--- src/rtl/rng_pkg.sv ---
package rng_pkg;

    typedef enum logic [1:0] {
        OP_IDLE = 2'd0,
        OP_RUN  = 2'd1,
        OP_DONE = 2'd2
    } op_state_e;

    // register offsets (byte addresses)
    localparam int OFF_IDENT  = 'h00;
    localparam int OFF_CMD    = 'h04;
    localparam int OFF_CTRL   = 'h08;
    localparam int OFF_STATUS = 'h0C;
    localparam int OFF_RAND   = 'h14;

    // command bits; operation index i is started by bit i
    localparam int CMD_SOFT_RST = 6;
    localparam int CMD_CLR_ERR  = 5;
    localparam int CMD_CLR_IRQ  = 4;

    // control bits
    localparam int CTL_MASK_ERR  = 6;
    localparam int CTL_MASK_DONE = 5;
    localparam int CTL_AUTO_SEED = 4;

    // operation indices
    localparam int OP_SELFTEST = 0;
    localparam int OP_SEED     = 1;
    localparam int OP_NUM      = 2;

    localparam logic [31:0] IDENT_WORD = {4'h1, 12'h000, 8'h02, 8'h40};

endpackage

--- src/rtl/rng_op_fsm.sv ---
module rng_op_fsm
    import rng_pkg::*;
#(
    parameter int LAT = 16
) (
    input  logic      clk,
    input  logic      rst_n,
    input  logic      start_i,
    input  logic      flush_i,
    output op_state_e state_o,
    output logic      done_o
);
    localparam int CNT_W = (LAT > 1) ? $clog2(LAT) : 1;
    localparam logic [CNT_W-1:0] CNT_LOAD = CNT_W'(LAT - 1);

    op_state_e        state_q, state_d;
    logic [CNT_W-1:0] cnt_q, cnt_d;

    // state register
    always_ff @(posedge clk or negedge rst_n) begin
        if (!rst_n) begin
            state_q <= OP_IDLE;
            cnt_q   <= '0;
        end else begin
            state_q <= state_d;
            cnt_q   <= cnt_d;
        end
    end

    // transitions: start beats flush, flush beats finish
    always_comb begin
        state_d = state_q;
        cnt_d   = cnt_q;
        if (start_i) begin
            state_d = OP_RUN;
            cnt_d   = CNT_LOAD;
        end else if (flush_i) begin
            state_d = OP_IDLE;
            cnt_d   = '0;
        end else begin
            unique case (state_q)
                OP_IDLE: ;
                OP_RUN: begin
                    if (cnt_q == '0) state_d = OP_DONE;
                    else             cnt_d   = cnt_q - 1'b1;
                end
                OP_DONE: ;
                default: state_d = OP_IDLE;
            endcase
        end
    end

    // outputs
    always_comb begin
        state_o = state_q;
        done_o  = (state_q == OP_RUN) && (cnt_q == '0) && !start_i && !flush_i;
    end

    p_start_runs_r3: assert property (@(posedge clk) disable iff (!rst_n)
        start_i |=> (state_q == OP_RUN));

    p_finish_done_r3: assert property (@(posedge clk) disable iff (!rst_n)
        done_o |=> (state_q == OP_DONE));

    p_flush_idle_r8: assert property (@(posedge clk) disable iff (!rst_n)
        (flush_i && !start_i) |=> (state_q == OP_IDLE));

endmodule

--- src/rtl/rng_lfsr.sv ---
module rng_lfsr #(
    parameter int          W    = 32,
    parameter logic [W-1:0] SEED = 32'hACE1_2468,
    parameter logic [W-1:0] TAPS = 32'h8020_0003
) (
    input  logic         clk,
    input  logic         rst_n,
    input  logic         adv_i,
    output logic [W-1:0] word_o
);
    logic [W-1:0] sr_q;
    logic         fb;

    always_comb fb = ^(sr_q & TAPS);

    always_ff @(posedge clk or negedge rst_n) begin
        if (!rst_n)     sr_q <= SEED;
        else if (adv_i) sr_q <= {sr_q[W-2:0], fb};
    end

    always_comb word_o = sr_q;

    p_nonzero_r10: assert property (@(posedge clk) disable iff (!rst_n)
        sr_q != '0);

    p_hold_r11: assert property (@(posedge clk) disable iff (!rst_n)
        !adv_i |=> $stable(sr_q));

endmodule

--- src/rtl/rng_ctrl_regs.sv ---
module rng_ctrl_regs
    import rng_pkg::*;
#(
    parameter int          ADDR_W     = 12,
    parameter int          OP_LAT     = 16,
    parameter int          FIFO_WORDS = 5,
    parameter logic [31:0] LFSR_SEED  = 32'hACE1_2468
) (
    input  logic              clk,
    input  logic              rst_n,
    input  logic [ADDR_W-1:0] bus_addr,
    input  logic              bus_wr,
    input  logic [31:0]       bus_wdata,
    input  logic              bus_rd,
    output logic [31:0]       bus_rdata,
    output logic              irq
);
    localparam logic [3:0] FIFO_CODE = 4'(FIFO_WORDS);

    logic              wr_cmd, wr_ctrl, rd_rand, soft_rst, clr_irq;
    logic [OP_NUM-1:0] start, done, running, finished;
    op_state_e         op_st [OP_NUM];
    logic              mask_err_q, mask_done_q, auto_seed_q;
    logic [31:0]       rand_word, rd_mux, rdata_q, status_w, ctrl_w;
    logic              irq_q;

    always_comb begin
        wr_cmd   = bus_wr && (bus_addr == ADDR_W'(OFF_CMD));
        wr_ctrl  = bus_wr && (bus_addr == ADDR_W'(OFF_CTRL));
        rd_rand  = bus_rd && (bus_addr == ADDR_W'(OFF_RAND));
        soft_rst = wr_cmd && bus_wdata[CMD_SOFT_RST];
        clr_irq  = wr_cmd && (bus_wdata[CMD_CLR_IRQ] || bus_wdata[CMD_CLR_ERR]);
    end

    // one state machine per operation
    for (genvar i = 0; i < OP_NUM; i++) begin : g_op
        assign start[i] = wr_cmd && bus_wdata[i];
        rng_op_fsm #(.LAT(OP_LAT)) u_fsm (
            .clk     (clk),
            .rst_n   (rst_n),
            .start_i (start[i]),
            .flush_i (soft_rst),
            .state_o (op_st[i]),
            .done_o  (done[i])
        );
        assign running[i]  = (op_st[i] == OP_RUN);
        assign finished[i] = (op_st[i] == OP_DONE);
    end

    rng_lfsr #(.W(32), .SEED(LFSR_SEED)) u_lfsr (
        .clk    (clk),
        .rst_n  (rst_n),
        .adv_i  (rd_rand),
        .word_o (rand_word)
    );

    // control register
    always_ff @(posedge clk or negedge rst_n) begin
        if (!rst_n) begin
            mask_err_q  <= 1'b0;
            mask_done_q <= 1'b0;
            auto_seed_q <= 1'b0;
        end else if (soft_rst) begin
            mask_err_q  <= 1'b0;
            mask_done_q <= 1'b0;
            auto_seed_q <= 1'b0;
        end else if (wr_ctrl) begin
            mask_err_q  <= bus_wdata[CTL_MASK_ERR];
            mask_done_q <= bus_wdata[CTL_MASK_DONE];
            auto_seed_q <= bus_wdata[CTL_AUTO_SEED];
        end
    end

    // interrupt: a completion beats a clear in the same cycle
    always_ff @(posedge clk or negedge rst_n) begin
        if (!rst_n)                       irq_q <= 1'b0;
        else if ((|done) && !mask_done_q) irq_q <= 1'b1;
        else if (clr_irq)                 irq_q <= 1'b0;
    end

    always_comb begin
        ctrl_w = '0;
        ctrl_w[CTL_MASK_ERR]  = mask_err_q;
        ctrl_w[CTL_MASK_DONE] = mask_done_q;
        ctrl_w[CTL_AUTO_SEED] = auto_seed_q;

        status_w        = '0;
        status_w[15:12] = FIFO_CODE;
        status_w[11:8]  = FIFO_CODE;
        status_w[6]     = 1'b1;
        status_w[5]     = finished[OP_SEED];
        status_w[4]     = finished[OP_SELFTEST];
        status_w[1]     = |running;
        status_w[0]     = ~(|running);
    end

    always_comb begin
        case (bus_addr)
            ADDR_W'(OFF_IDENT):  rd_mux = IDENT_WORD;
            ADDR_W'(OFF_CMD):    rd_mux = {{(32-OP_NUM){1'b0}}, running};
            ADDR_W'(OFF_CTRL):   rd_mux = ctrl_w;
            ADDR_W'(OFF_STATUS): rd_mux = status_w;
            ADDR_W'(OFF_RAND):   rd_mux = rand_word;
            default:             rd_mux = '0;
        endcase
    end

    always_ff @(posedge clk or negedge rst_n) begin
        if (!rst_n)      rdata_q <= '0;
        else if (bus_rd) rdata_q <= rd_mux;
    end

    assign bus_rdata = rdata_q;
    assign irq       = irq_q;

    p_irq_cause_r5: assert property (@(posedge clk) disable iff (!rst_n)
        $rose(irq) |-> $past(|done));

    p_mask_hold_r5: assert property (@(posedge clk) disable iff (!rst_n)
        ((|done) && mask_done_q && !clr_irq) |=> $stable(irq));

    p_clear_r6: assert property (@(posedge clk) disable iff (!rst_n)
        (clr_irq && !(|done)) |=> !irq);

    p_ctrl_flush_r8: assert property (@(posedge clk) disable iff (!rst_n)
        soft_rst |=> (!mask_err_q && !mask_done_q && !auto_seed_q));

    p_rdata_hold_r11: assert property (@(posedge clk) disable iff (!rst_n)
        !bus_rd |=> $stable(bus_rdata));

endmodule

--- config.mk ---
export PLATFORM = sky130hd
export DESIGN_NAME = rng_ctrl_regs
export DESIGN_NICKNAME = d
export VERILOG_FILES = /design/src/rtl/rng_pkg.sv /design/src/rtl/rng_op_fsm.sv /design/src/rtl/rng_lfsr.sv /design/src/rtl/rng_ctrl_regs.sv
export SDC_FILE = /design/constraint.sdc
export NUM_CORES = 1
export LEC_CHECK = 0
export ABC_AREA = 1
export ABC_CLOCK_PERIOD_IN_PS = 2500
export CAP_MARGIN = 0
export CORE_MARGIN = 10
export CORE_UTILIZATION = 54
export CTS_CLUSTER_DIAMETER = 50
export DETAILED_ROUTE_END_ITERATION = 16
export DONT_BUFFER_PORTS = 1
export GPL_TIMING_DRIVEN = 0
export HOLD_SLACK_MARGIN = 0.12
export PLACE_DENSITY = 0.69
export RECOVER_POWER = 50
export SYNTH_ARGS = -nofsm -noshare
export SYNTH_HDL_FRONTEND = slang
export SYNTH_SLANG_ARGS = --single-unit
--- constraint.sdc ---
create_clock -name clk -period 2.5 [get_ports clk]
set_input_delay 0.125 -clock clk [delete_from_list [all_inputs] [get_ports clk]]
set_output_delay 0.125 -clock clk [all_outputs]
set_load 0.01 [all_outputs]
* Yosys cells after proc, flatten, opt, wreduce, memory -nomap -nowiden
Index checks and enable logic that the tools add are counted.
** Word-level totals
- Flip-flop bits (word level) :: 80
- Input bits :: 48
- Output and inout bits :: 33
- Logic and storage cells :: 89
** Cells by class
- Add/sub/neg operators :: 2
- Equal/unequal tests :: 14
- Muxes and demuxes :: 25
- Bitwise logic cells :: 1
- Reductions and logical operators :: 37
** Operator list (count)
- one-hot mux 32 bit (5 select lines) :: 1
- 2-to-1 mux 4 bit :: 8
- XOR reduction 32 bit :: 1
- equality test 12 x 4 -> 1 bit (second input constant) :: 2
- logical AND 1 bit :: 14
- equality test 12 x 3 -> 1 bit (second input constant) :: 1
- equality test 12 x 5 -> 1 bit (second input constant) :: 1
- zero test 12 bit :: 1
- 2-to-1 mux 2 bit :: 6
- != test 3 x 1 -> 1 bit (second input constant) :: 4
- zero test 4 bit :: 2
- 2-to-1 mux 1 bit :: 8
- != test 4 x 1 -> 1 bit (second input constant) :: 2
- one-hot mux 2 bit (2 select lines) :: 2
- AND reduction 2 bit :: 4
- OR reduction 2 bit :: 4
- subtractor 4 x 1 -> 4 bit (second input constant) :: 2
- nonzero test 3 bit :: 2
- equality test 2 x 1 -> 1 bit (second input constant) :: 2
- equality test 2 bit (second input constant) :: 2
- zero test 1 bit :: 4
- zero test 2 bit :: 2
- nonzero test 2 bit :: 2
- logical OR 1 bit :: 1
- inverter 1 bit :: 1

* Depth between registers and ports, before layout
- Depth in word-level cells :: 9
- Depth in mapped cells :: 10
- Depth with buffers taken out :: 10

* Cells and area by module
From an unflattened synthesis, not the netlist that was laid out.
** Unflattened totals
- Cell total of the unflattened synthesis :: 461
- Area total of the unflattened synthesis :: 3906.2 sq um
** Modules (own cells, without submodules)
- rng_ctrl_regs :: times used 1, cells an instance 234, area each 1781.7 sq um, sequential area each 900.9 sq um
- rng_lfsr :: times used 1, cells an instance 137, area each 1346.3 sq um, sequential area each 817.0 sq um
- rng_op_fsm :: times used 2, cells an instance 45, area each 389.1 sq um, sequential area each 150.1 sq um

* Worst setup path after synthesis
Ideal clock, no wire load.
- Path kind :: register to register
- Start :: register g_op[1].u_fsm.cnt_q[0]
- End :: register g_op[1].u_fsm.cnt_q[1]
- Library setup time :: 65 ps
- Data arrival time :: 1247 ps
- Required time :: 2435 ps
- Slack :: 1188 ps
- Cell stages (with the launch flop) :: 9
- Path buffers :: 0
- Period minus slack after synthesis :: 1312 ps
- Path through :: dfrtp_1 > inv_1 > ha_1 > nand2_1 > nor2_1 > nor2_1 > nand2_1 > o21a_1 > nand2_1
** On the way
- Longest elaborated chain between the ends :: 5
- Elaborated cells on any way between the ends :: 8
- Those cells by class :: 1 x add/sub; 1 x eq/ne; 4 x mux; 2 x reduce/logical
** Ends and longest elaborated chain
- from (decl) :: RTL line rng_op_fsm.sv:17 : logic [CNT_W-1:0] cnt_q, cnt_d;
- from (signal assigned) :: RTL line rng_op_fsm.sv:26 : cnt_q <= cnt_d;
- subtractor 4 x 1 -> 4 bit :: RTL line rng_op_fsm.sv:45 : else cnt_d = cnt_q - 1'b1;
- 2-to-1 mux 4 bit :: RTL line rng_op_fsm.sv:44 : if (cnt_q == '0) state_d = OP_DONE;
- 2-to-1 mux 4 bit :: RTL line rng_op_fsm.sv:41 : unique case (state_q)
- 2-to-1 mux 4 bit :: RTL line rng_op_fsm.sv:37 : end else if (flush_i) begin
- 2-to-1 mux 4 bit :: RTL line rng_op_fsm.sv:34 : if (start_i) begin
Several ways; a longest one is shown, not always the timed one. The select of a mux whose other input is x is not followed.
A chain may end at the register's enable or synchronous reset.

* Worst setup path in the final report
- Start :: input port bus_wr
- End :: register auto_seed_q
** On the way
- Longest elaborated chain between the ends :: 3
- Elaborated cells on any way between the ends :: 5
- Those cells by class :: 1 x mux; 4 x reduce/logical
** Ends and longest elaborated chain
- from (decl) :: RTL line rng_ctrl_regs.sv:12 : input logic bus_wr,
- logical AND 1 bit :: RTL line rng_ctrl_regs.sv:28 : wr_cmd = bus_wr && (bus_addr == ADDR_W'(OFF_CMD));
- logical AND 1 bit :: RTL line rng_ctrl_regs.sv:31 : soft_rst = wr_cmd && bus_wdata[CMD_SOFT_RST];
- 2-to-1 mux 1 bit or nonzero test 2 bit (tied branches)
- to (signal assigned) :: RTL line rng_ctrl_regs.sv:70 : auto_seed_q <= bus_wdata[CTL_AUTO_SEED];
- to (decl) :: RTL line rng_ctrl_regs.sv:23 : logic mask_err_q, mask_done_q, auto_seed_q;
Several ways; a longest one is shown, not always the timed one.

==> flow_summary.yaml <==
synthesis:
  netlist-cell-type-count: 29
  synth.yosys.seq_area_share: 0.571
  netlist_area_sq_um: 3540
  yosysWarningCount: 0
  syn_nets: 457
  syn_area_per_cell_sq_um: 8.69
  netlist_instances: 407
  synth-seq-cells: 80
global_route:
  grt_max_degree: 81
  grt_overflow: 0
  first_global_vias: 2652
  antenna_found_initial: 0
  gr-usage-all-layers: 0.152
  grt_pass1_wl_mm: 12.7
drt:
  routedWlPerCell_microns: 14.6
  route.detailed.drc: 0
  route.detailed.vias_per_inst: 5.12
  drtIter0Drc: 92
  route.final.wire_length_mm: 7.47
  first_pass_iters: 4
  antenna_left: 0
  vias: 2626
critical_path:
  worstSetupEndpointType: "register"
  critical_path.cell_chain: "dlygate4sd3_1 > nand4_2 > buf_6 > nand2_1 > inv_1 > nand2_1 > o21ai_0 > dlygate4sd3_1"
  r2r_end: "g_op[1].u_fsm.cnt_q[1]$_DFFE_PN0P_"
  crit_path_max_fanout: 10
  slowest_delay_ns: 0.62
  required_ns: 2.73
  cp.arrival_ns: 1.88
  r2r_cells: 8
  startpoint_type: "input pin"
  r2r-start: "g_op[1].u_fsm.cnt_q[0]$_DFFE_PN0P_"
  r2r_slack_ns: 1.06
  criticalPathCategory: "in2reg"
  slowest_stage: "dlygate4sd3_1"
clock_tree:
  h-tree-depth: 3
  cts_resized: 0
  cts_buffer_depth: 2
  clk_pin_slew_ns: 0.09
  cts_tree: "yes"
  cts.sinks: 80
  insertion_delay_ns: 0.35
  cts_buffers: 9
  clockRootBuffer: "clkbuf_8"
min_path:
  hold_depth: 5
  worstHoldStart: "bus_addr[2]"
  hold_path_end: "bus_rdata[6]$_DFFE_PN0P_"
  hold_class: "in2reg"
floorplan:
  io_pins: 81
  die_area_sq_um: 10200
  initial_core_util: 0.557
  fp-row-count: 29
  die_x_microns: 101
  die_y_microns: 101
  core_region_area_sq_um: 6350
pwr:
  peakVddDrop_mv: 0.393
  p_leak_nw: 1.99
  power.total_mw: 2.46
  p_per_area_nw_per_um2: 613
timing:
  post-route-min-period_ns: 1.65
  rsz0062_at_grt: "no"
  finalCritPeriodShare: 0.659
  finalHoldViolations: 0
  skew_ns: 0.00931
  final.setup.tns_ns: 0
  max_freq_mhz: 607
  relSlewSlack: 0.701
  worst_pin_slew_ns: 0.446
  drv_slew: 0
  setup_viol: 0
outcome:
  status: "finished, final reports clean"
layout:
  area_growth_pct: 13.3
  fillers: 528
  final_cell_mix: "nand2_1, dfrtp_1, inv_1, o21ai_0, nand3_1"
  antenna_cells: 0
  nets: 481
  ff_latch_area_sq_um: 2020
  drive_gt1_frac: 0.106
  multi_input_area_sq_um: 1230
  final_common_cell: "nand2_1"
placement:
  hpwl_mm: 5.21
  routabilityCongestion: 0.783
  port_buffers: 0
job:
  drv_cap: 0
registers in the layout (all words and copies together) (netlist names):
name	cells
bus_rdata	32
u_lfsr.word_o	32
g_op.u_fsm.cnt_q	8
g_op.u_fsm.state_o	4
auto_seed_q	1
irq	1
mask_done_q	1
mask_err_q	1
cell usage after synthesis:
cell | count | area share
o21ai_1 | 5 | 0.0071
nor2_8 | 1 | 0.0057
nor3_1 | 6 | 0.0085
nand2_2 | 3 | 0.0053
dfstp_2 | 13 | 0.097
clkbuf_1 | 9 | 0.0096
xor2_1 | 6 | 0.015
nor2_2 | 2 | 0.0035
dfrtp_1 | 67 | 0.47
o211ai_2 | 1 | 0.0035
nand4_2 | 1 | 0.0035
buf_6 | 3 | 0.0096
o21ai_0 | 50 | 0.071
xnor2_1 | 2 | 0.0050
nand2_1 | 126 | 0.13
a22o_1 | 1 | 0.0025
nor2_4 | 1 | 0.0032
nor3_2 | 1 | 0.0028
nand3_4 | 1 | 0.0050
o22ai_1 | 1 | 0.0018
nor2_1 | 17 | 0.018
ha_1 | 2 | 0.0071
buf_4 | 1 | 0.0021
nand4_1 | 2 | 0.0035
nand3_1 | 25 | 0.035
inv_1 | 54 | 0.057
inv_2 | 2 | 0.0021
a31oi_1 | 2 | 0.0035
o21a_1 | 2 | 0.0042
kinds of logic (layout without fill, tap and decap cells):
logic type | Yosys count | in the layout | synth area share
AND/OR/NAND/NOR | 186 | 186 | 0.228
flip-flops | 80 | 80 | 0.571
buffers and inverters | 69 | 98 | 0.0807
AO/OA/AOI/OAI | 62 | 62 | 0.0934
XOR/XNOR | 8 | 8 | 0.0198
adder cells (fa/ha/maj) | 2 | 2 | 0.00708
per-stage QoR:
step	setup WS [ns]	cells	hold WS (ns)	area, sq um	utilization
floorplan	1.19	407	-0.171	3540	-
global placement	1.09	484	-0.168	3630	0.572
detailed placement	1.06	484	-0.168	3630	0.572
CTS	0.878	513	0.120	4010	0.631
global route	0.731	513	0.153	4010	0.631
finish	0.852	513	0.122	4010	0.631
area by class of cell:
cell class              count  area share
flip-flops and latches     80       0.504
multi-input cells         258       0.308
inverters                  56      0.0525
repair buffers             13      0.0368
clock buffers              10      0.0343
well taps                  77      0.0240
clock inverters             6      0.0225
plain buffers              13      0.0187
repair_timing:
action                                 4_1_cts  5_1_grt
hold buffers                                13        0
setup endpoints to repair                    0        0
setup buffers                                0        0
endpoints found under the hold margin       90        0
how the worst max path moves through the flow:
| stage | from | to | slack (ns) | cells after the start |
|---|---|---|---|---|
| finish | bus_wr | auto_seed_q$_DFFE_PN0P_ | 0.85 | 8 |
| global route | bus_wr | mask_err_q$_DFFE_PN0P_ | 0.73 | 8 |
| CTS | bus_wr | mask_err_q$_DFFE_PN0P_ | 0.88 | 8 |
| detailed placement | g_op[1].u_fsm.cnt_q[0]$_DFFE_PN0P_ | g_op[1].u_fsm.cnt_q[2]$_DFFE_PN0P_ | 1.06 | 8 |
| global placement | g_op[1].u_fsm.cnt_q[0]$_DFFE_PN0P_ | g_op[1].u_fsm.cnt_q[1]$_DFFE_PN0P_ | 1.09 | 8 |
| floorplan | g_op[1].u_fsm.cnt_q[0]$_DFFE_PN0P_ | g_op[1].u_fsm.cnt_q[1]$_DFFE_PN0P_ | 1.19 | 8 |
critical path: cells and delay by family:
family	cells	cell delay, ns
AO/OA/AOI/OAI	1	0.07
buffers and inverters	4	1.40
AND/OR/NAND/NOR	3	0.28
power by group:
group          switching, mW  internal [mW]  total (mW)
clock                  0.485          0.595        1.08
combinational         0.0559         0.0237      0.0796
sequential           0.00165           1.30        1.30
total                  0.542           1.92        2.46
per-layer routing:
| layer | part of all wire | track usage | vias to the layer above | routed length (microns) |
|---|---|---|---|---|
| met5 | 0 | 0 | - | 0 |
| met4 | 0.011 | 0.0557 | 0 | 80 |
| met3 | 0.056 | 0.0370 | 10 | 417 |
| li1 | - | - | 1323 | - |
| met1 | 0.46 | 0.201 | 1234 | 3400 |
| met2 | 0.48 | 0.238 | 59 | 3570 |
Power figures use the tool's default switching activity.
